`config.mk`:
```
export PLATFORM = sky130hd
export DESIGN_NAME = evtline_ctrl
export DESIGN_NICKNAME = d
export VERILOG_FILES = /design/src/rtl/evl_pkg.sv /design/src/rtl/evl_sync_edge.sv /design/src/rtl/evl_regs.sv /design/src/rtl/evl_trigger.sv /design/src/rtl/evtline_ctrl.sv
export SDC_FILE = /design/constraint.sdc
export NUM_CORES = 1
export LEC_CHECK = 0
export ABC_AREA = 0
export BUFFER_PORTS_ARGS = -buffer_cell sky130_fd_sc_hd__buf_2
export CAP_MARGIN = 5
export CORE_ASPECT_RATIO = 1.75
export CORE_MARGIN = 3
export CORE_UTILIZATION = 45
export DETAILED_ROUTE_END_ITERATION = 10
export GPL_TIMING_DRIVEN = 1
export PLACE_DENSITY = 0.76
export SLEW_MARGIN = 15
export SYNTH_ARGS = -nofsm -noshare
export SYNTH_HDL_FRONTEND = slang
export SYNTH_SLANG_ARGS = --single-unit
```
`constraint.sdc`:
```
create_clock -name clk -period 2.7 [get_ports clk]
set_input_delay 0.81 -clock clk [delete_from_list [all_inputs] [get_ports clk]]
set_output_delay 0.81 -clock clk [all_outputs]
set_load 0.01 [all_outputs]
```
`src/rtl/evl_pkg.sv`:
```
// Package: shared offsets and widths of the event line controller.
// Assumes byte offsets on an 8-bit address and 32-bit data words.
package evl_pkg;
    localparam int ADDR_W = 8;
    localparam int DATA_W = 32;

    localparam logic [ADDR_W-1:0] OFS_RISE_EN = 8'h00;
    localparam logic [ADDR_W-1:0] OFS_FALL_EN = 8'h04;
    localparam logic [ADDR_W-1:0] OFS_SWTRIG  = 8'h08;
    localparam logic [ADDR_W-1:0] OFS_PEND_R  = 8'h0C;
    localparam logic [ADDR_W-1:0] OFS_PEND_F  = 8'h10;
    localparam logic [ADDR_W-1:0] OFS_IRQ_MSK = 8'h80;
    localparam logic [ADDR_W-1:0] OFS_EVT_MSK = 8'h84;
endpackage

```
`src/rtl/evl_sync_edge.sv`:
```
// Module: per-line synchronizer and edge detector.
// Each line passes through SYNC_STAGES flops, then one history flop.
// The rise and fall outputs are combinational from these flops and last one cycle.
// Assumes each input level is held for at least two clocks.
module evl_sync_edge #(
    parameter int NUM_LINES   = 16,
    parameter int SYNC_STAGES = 2
) (
    input  logic                 clk,
    input  logic                 rst_n,
    input  logic [NUM_LINES-1:0] line_in,
    output logic [NUM_LINES-1:0] rise,
    output logic [NUM_LINES-1:0] fall
);
    localparam int LAST = SYNC_STAGES - 1;

    for (genvar g = 0; g < NUM_LINES; g++) begin : g_line
        logic [SYNC_STAGES-1:0] sync_q;
        logic                   hist_q;

        // Shift the raw line into the clock domain.
        always_ff @(posedge clk) begin
            if (!rst_n) begin
                sync_q <= '0;
            end else begin
                sync_q <= {sync_q[SYNC_STAGES-2:0], line_in[g]};
            end
        end

        // Remember the previous synchronized level.
        always_ff @(posedge clk) begin
            if (!rst_n) begin
                hist_q <= 1'b0;
            end else begin
                hist_q <= sync_q[LAST];
            end
        end

        // Compare the current and previous levels.
        always_comb begin
            rise[g] = sync_q[LAST] & ~hist_q;
            fall[g] = ~sync_q[LAST] & hist_q;
        end
    end
endmodule

```
`src/rtl/evl_regs.sv`:
```
// Module: register file of the event line controller.
// It holds the edge enables, the masks, a self-clearing software trigger and the
// rising/falling pending flags. A set of a pending flag wins over a write-1 clear.
// Reads are combinational. Bits above NUM_LINES and unmapped offsets read as 0.
module evl_regs
    import evl_pkg::*;
#(
    parameter int NUM_LINES = 16
) (
    input  logic                 clk,
    input  logic                 rst_n,
    input  logic                 reg_wen,
    input  logic [ADDR_W-1:0]    reg_addr,
    input  logic [DATA_W-1:0]    reg_wdata,
    output logic [DATA_W-1:0]    reg_rdata,
    input  logic [NUM_LINES-1:0] set_r,
    input  logic [NUM_LINES-1:0] set_f,
    output logic [NUM_LINES-1:0] rise_en,
    output logic [NUM_LINES-1:0] fall_en,
    output logic [NUM_LINES-1:0] irq_msk,
    output logic [NUM_LINES-1:0] evt_msk,
    output logic [NUM_LINES-1:0] sw_pulse,
    output logic [NUM_LINES-1:0] pend_r,
    output logic [NUM_LINES-1:0] pend_f,
    output logic                 rise_en_wr,
    output logic                 fall_en_wr
);
    logic [NUM_LINES-1:0] wbits;
    logic [NUM_LINES-1:0] clr_r;
    logic [NUM_LINES-1:0] clr_f;
    logic                 unused_wdata_hi;

    // Decode the write strobes and the clear masks.
    always_comb begin
        wbits           = reg_wdata[NUM_LINES-1:0];
        unused_wdata_hi = ^reg_wdata[DATA_W-1:NUM_LINES];
        rise_en_wr      = reg_wen && (reg_addr == OFS_RISE_EN);
        fall_en_wr      = reg_wen && (reg_addr == OFS_FALL_EN);
        clr_r           = (reg_wen && (reg_addr == OFS_PEND_R)) ? wbits : '0;
        clr_f           = (reg_wen && (reg_addr == OFS_PEND_F)) ? wbits : '0;
    end

    // Hold the configuration registers.
    always_ff @(posedge clk) begin
        if (!rst_n) begin
            rise_en <= '0;
            fall_en <= '0;
            irq_msk <= '0;
            evt_msk <= '0;
        end else if (reg_wen) begin
            case (reg_addr)
                OFS_RISE_EN: rise_en <= wbits;
                OFS_FALL_EN: fall_en <= wbits;
                OFS_IRQ_MSK: irq_msk <= wbits;
                OFS_EVT_MSK: evt_msk <= wbits;
                default:     ;
            endcase
        end
    end

    // The software trigger lives for one cycle after its write.
    always_ff @(posedge clk) begin
        if (!rst_n) begin
            sw_pulse <= '0;
        end else begin
            sw_pulse <= (reg_wen && (reg_addr == OFS_SWTRIG)) ? wbits : '0;
        end
    end

    // Update the pending flags; a set wins over a clear.
    always_ff @(posedge clk) begin
        if (!rst_n) begin
            pend_r <= '0;
            pend_f <= '0;
        end else begin
            pend_r <= (pend_r & ~clr_r) | set_r;
            pend_f <= (pend_f & ~clr_f) | set_f;
        end
    end

    // Select the read data; the software trigger reads as zero.
    always_comb begin
        reg_rdata = '0;
        case (reg_addr)
            OFS_RISE_EN: reg_rdata[NUM_LINES-1:0] = rise_en;
            OFS_FALL_EN: reg_rdata[NUM_LINES-1:0] = fall_en;
            OFS_PEND_R:  reg_rdata[NUM_LINES-1:0] = pend_r;
            OFS_PEND_F:  reg_rdata[NUM_LINES-1:0] = pend_f;
            OFS_IRQ_MSK: reg_rdata[NUM_LINES-1:0] = irq_msk;
            OFS_EVT_MSK: reg_rdata[NUM_LINES-1:0] = evt_msk;
            default:     reg_rdata = '0;
        endcase
    end
endmodule

```
`src/rtl/evl_trigger.sv`:
```
// Module: trigger qualification and the registered event/wakeup pulses.
// A hardware edge counts when its enable is set and no write to that enable
// register happens in the same cycle. The software pulse acts as a rising edge.
// The pending sets are combinational; the strobe and wakeup outputs are flops.
module evl_trigger #(
    parameter int NUM_LINES = 16
) (
    input  logic                 clk,
    input  logic                 rst_n,
    input  logic [NUM_LINES-1:0] hw_rise,
    input  logic [NUM_LINES-1:0] hw_fall,
    input  logic [NUM_LINES-1:0] sw_pulse,
    input  logic [NUM_LINES-1:0] rise_en,
    input  logic [NUM_LINES-1:0] fall_en,
    input  logic [NUM_LINES-1:0] irq_msk,
    input  logic [NUM_LINES-1:0] evt_msk,
    input  logic                 rise_en_wr,
    input  logic                 fall_en_wr,
    output logic [NUM_LINES-1:0] set_r,
    output logic [NUM_LINES-1:0] set_f,
    output logic [NUM_LINES-1:0] evt_q,
    output logic [NUM_LINES-1:0] wake_q
);
    logic [NUM_LINES-1:0] trig_r;
    logic [NUM_LINES-1:0] trig_f;
    logic [NUM_LINES-1:0] trig_any;

    // Qualify the edges and derive the pending-flag sets.
    always_comb begin
        trig_r   = (hw_rise & rise_en & ~{NUM_LINES{rise_en_wr}}) | sw_pulse;
        trig_f   = hw_fall & fall_en & ~{NUM_LINES{fall_en_wr}};
        trig_any = trig_r | trig_f;
        set_r    = trig_r & irq_msk;
        set_f    = trig_f & irq_msk;
    end

    // Register the one-cycle event and wakeup pulses.
    always_ff @(posedge clk) begin
        if (!rst_n) begin
            evt_q  <= '0;
            wake_q <= '0;
        end else begin
            evt_q  <= trig_any & evt_msk;
            wake_q <= trig_any & (irq_msk | evt_msk);
        end
    end
endmodule

```
`src/rtl/evtline_ctrl.sv`:
```
// Module: top of the edge-triggered event line controller.
// It chains the synchronizer/edge stage, the trigger qualification and the
// register file. The interrupt of a line is the OR of its two pending flags.
// Assumes one clock domain for the bus and the logic, with a synchronous active-low reset.
module evtline_ctrl
    import evl_pkg::*;
#(
    parameter int NUM_LINES   = 16,
    parameter int SYNC_STAGES = 2
) (
    input  logic                 clk,
    input  logic                 rst_n,
    input  logic [NUM_LINES-1:0] line_in,
    input  logic                 reg_wen,
    input  logic [7:0]           reg_addr,
    input  logic [31:0]          reg_wdata,
    output logic [31:0]          reg_rdata,
    output logic [NUM_LINES-1:0] irq,
    output logic [NUM_LINES-1:0] evt_strobe,
    output logic [NUM_LINES-1:0] wake_req
);
    logic [NUM_LINES-1:0] hw_rise;
    logic [NUM_LINES-1:0] hw_fall;
    logic [NUM_LINES-1:0] set_r;
    logic [NUM_LINES-1:0] set_f;
    logic [NUM_LINES-1:0] rise_en;
    logic [NUM_LINES-1:0] fall_en;
    logic [NUM_LINES-1:0] irq_msk;
    logic [NUM_LINES-1:0] evt_msk;
    logic [NUM_LINES-1:0] sw_pulse;
    logic [NUM_LINES-1:0] pend_r;
    logic [NUM_LINES-1:0] pend_f;
    logic                 rise_en_wr;
    logic                 fall_en_wr;

    evl_sync_edge #(
        .NUM_LINES  (NUM_LINES),
        .SYNC_STAGES(SYNC_STAGES)
    ) u_edge (
        .clk    (clk),
        .rst_n  (rst_n),
        .line_in(line_in),
        .rise   (hw_rise),
        .fall   (hw_fall)
    );

    evl_trigger #(
        .NUM_LINES(NUM_LINES)
    ) u_trig (
        .clk       (clk),
        .rst_n     (rst_n),
        .hw_rise   (hw_rise),
        .hw_fall   (hw_fall),
        .sw_pulse  (sw_pulse),
        .rise_en   (rise_en),
        .fall_en   (fall_en),
        .irq_msk   (irq_msk),
        .evt_msk   (evt_msk),
        .rise_en_wr(rise_en_wr),
        .fall_en_wr(fall_en_wr),
        .set_r     (set_r),
        .set_f     (set_f),
        .evt_q     (evt_strobe),
        .wake_q    (wake_req)
    );

    evl_regs #(
        .NUM_LINES(NUM_LINES)
    ) u_regs (
        .clk       (clk),
        .rst_n     (rst_n),
        .reg_wen   (reg_wen),
        .reg_addr  (reg_addr),
        .reg_wdata (reg_wdata),
        .reg_rdata (reg_rdata),
        .set_r     (set_r),
        .set_f     (set_f),
        .rise_en   (rise_en),
        .fall_en   (fall_en),
        .irq_msk   (irq_msk),
        .evt_msk   (evt_msk),
        .sw_pulse  (sw_pulse),
        .pend_r    (pend_r),
        .pend_f    (pend_f),
        .rise_en_wr(rise_en_wr),
        .fall_en_wr(fall_en_wr)
    );

    // Drive each line's interrupt from its pending flags.
    always_comb begin
        irq = pend_r | pend_f;
    end
endmodule

```
==> impl_results.md <==
* Tmin final at 3.014 ns
* Antenna violations before repair at 0
* Gpl congestion at 0.9105
* Met3 Resource Use GR at 4.451%
* Yosys warnings at 0
* Final nets at 1,165
* Number of global-route vias before repair at 7,341
* Layout Cells excl Fill at 1,351
* PD cells at 553.7 nW/um^2
* Met1 GRT Util at 29.53%
* Maximum vdd ir drop at 0.0003915 V
* Max-cap check violation count at 0
* Clock transition at the registers of the reported paths at 0.07 ns
* Final instance area at 10,310 um^2
* Layout cell share with drive strength beyond 1 at 28.87%
* Mean routed wirelength per cell at 18.42 um
* Top-area cell type share of the netlist area at 46.95%
* Commonest cells after routing, fill and taps aside: nand2_1, dfxtp_1, buf_2
* Hold Path Class: register to register
* Largest cells by area after synthesis: dfxtp_1, nand2_1, and2_1
* Root buffer cell: clkbuf_16
* Tcrit/Tclk final at 111.6%
* Die Span Y at 184.4 um
* Area Overhead vs Synth at 25.92%
* Max Fclk at 331.8 MHz
* CP Buf/Inv Count at 5
* Io pins at 139
* EDFF count, synth at 0
* Total global-route track usage at 24.86%
* Post-Route WL at 24,880 um
* Placement Rows at 64
* Layout Skew at 0.01014 ns
* Post-Syn Area at 8187 um^2
* Busiest grt layer: met2
* Detailed-route via count at 7,671
* RSZ-0062 raised after global routing: yes
* DP Area at 9368 um^2
* Post-Synthesis Cells at 952
* Critical path arrival at 2.20 ns
* Post-route setup slack at -0.3136 ns
* GRT Residual Overflow at 0
* Main synth FF type: dfxtp_1
* CP Capture Type: output pin
* Seq/Total Area, Yosys at 46.95%
* Crit path cell chain: buf_8 -> buf_12 -> nor4_4 -> buf_6 -> clkbuf_16 -> a22oi_1 -> o21ai_0 -> a221o_1 -> buf_2
* Delay-heaviest family, CP: buffers and inverters
* H-tree levels at 4
* Status: finished, violations left
* Core area at 17,700 um^2
* Max FO, Critical Path at 4
* Setup Crit Path Kind: input port to output pin
* Die width at 108.0 um
* DRT antenna net count at 0
* Initial Util at 46.26%
* Leak Pwr at 4.055 nW
* Setup violators final at 16
* First-pass DRT Iterations at 6
* Clock buffer depth at 2
* Synthesized flop and latch total at 192
* Initial DRC Count at 743
* Async set-reset flop share out of synthesis at 0%
* Slew Viols, Final at 0
* TritonCTS Sinks at 192
* Required time of the critical path at 1.89 ns
* Dpl cells at 1,307
* Most common cell after layout, fill and taps aside: nand2_1
* Vias per cell at 5.678
* Total negative slack at -4.119 ns
* I/O Buffers at 106
* Final Hold Violating Endpoints at 0
* Syn avg cell area at 8.599 um^2
* First-pass GRT wire length at 38,500 um
* Yosys cell types at 45
* TritonCTS Buffers at 17
* Failing checks: setup timing
* HPWL Detailed at 16,980 um
* CP max-delay cell: nor4_4
* CTS tree: yes
* Slowest stage delay, CP at 0.28 ns
* Met2 usage at 41.40%
* Synth area leader: dfxtp_1
* Largest net degree at the start of global routing at 85
* Residual DRC at 0
* Worst Setup Start Kind: input port
* Die area at 19,910 um^2
* Clock latency on the worst-skew pair at 0.44 ns
==> sequential cells by signal, summed over array words and instances (netlist names) <==
register	flops
u_regs.pend_r	16
u_trig.evt_q	16
u_regs.evt_msk	16
u_regs.pend_f	16
u_edge.g_line.sync_q	32
u_trig.wake_q	16
u_regs.fall_en	16
u_regs.sw_pulse	16
u_edge.g_line.hist_q	16
u_regs.rise_en	16
u_regs.irq_msk	16
==> worst register-to-register path: stages, from the launching register on <==
cell and delay, ns:
dfxtp_1 0.36, nand2_1 0.06, a311oi_1 0.40, a211oi_2 0.08
nor2_1 0.21
==> report_power, final <==
group / switching [mW] / internal, mW
clock network: 1.19 / 1.33
registers: 0.0183 / 2.86
logic: 0.183 / 0.127
==> cells in the mapped netlist (2+ instances only) <==
master	number
nand2_1	218
dfxtp_1	192
and2_1	67
nor2_1	56
a21oi_1	42
a21boi_0	34
nand3_1	34
o21ai_0	34
a21boi_1	30
clkbuf_1	29
buf_4	28
buf_2	19
a311oi_1	16
a31o_2	16
nand4_1	16
or2_2	16
a211oi_2	15
mux2i_1	12
a22oi_1	9
o21ai_1	9
mux2_2	7
nor3_1	6
a221o_1	5
a22o_1	4
and3_1	4
buf_1	4
nand3b_1	4
a221oi_1	3
a32oi_1	3
buf_6	2
nor4_4	2
nor4b_4	2
o2bb2ai_1	2
==> kinds of logic after synthesis <==
| family | synth area share, % |
|---|---|
| flops | 46.95 |
| other cells | 0.04581 |
| simple gates | 25.36 |
| compound gates | 19.59 |
| buf+inv | 5.624 |
| mux | 2.430 |
==> final timing paths <==
kind | startpoint | to | slack [ns] | cells past startpoint
setup / recovery | reg_addr[0] | reg_rdata[3] | -0.31 | 9
hold / removal | u_edge.g_line[7].sync_q[0] | u_edge.g_line[7].sync_q[1] | 0.43 | 1
setup reg to reg | u_regs.fall_en[11] | u_trig.evt_q[11] | 1.49 | 4
hold reg to reg | u_edge.g_line[7].sync_q[0] | u_edge.g_line[7].sync_q[1] | 0.43 | 1
==> layer usage <==
metal	vias up	part of all wire [%]	routed length, um
met5	-	0	0
met1	3595	37	9238
li1	3558	-	-
met4	0	5.7	1421
met2	424	49	12300
met3	94	7.7	1924
==> final cells by class <==
class / count / area [um^2]
clock buffer: 18 / 439.2
fill: 1535 / 7388
inverter: 1 / 3.754
multi-input combinational: 691 / 4114
antenna: 1 / 2.502
timing repair buffer: 203 / 1469
sequential: 192 / 3844
tap: 231 / 289.0
clock inverter: 14 / 147.6
==> repair_timing <==
item / 4_1_cts / 5_1_grt
hold buffers: 0 / 0
gates resized for setup: 40 / 13
setup buffers: 3 / 6
pin swaps: 20 / 7
gates cloned: 0 / 2
endpoints found under the setup margin: 16 / 16
hold endpoints to repair: 0 / 0
==> stage by stage <==
step,power (mW),hold WS (ns),utilization [%],setup slack [ns]
5_1_grt,5.866,0.4525,58.24,-0.3660
4_1_cts,5.704,0.4346,57.30,-0.2792
3_3_place_gp,3.216,0.4138,52.93,-0.3293
2_1_floorplan,3.093,0.4119,-,-0.001282
3_5_place_dp,3.219,0.4184,52.93,-0.3836
6_report,5.707,0.4344,58.25,-0.3136
Note: power is estimated with default switching activity, not from simulation.
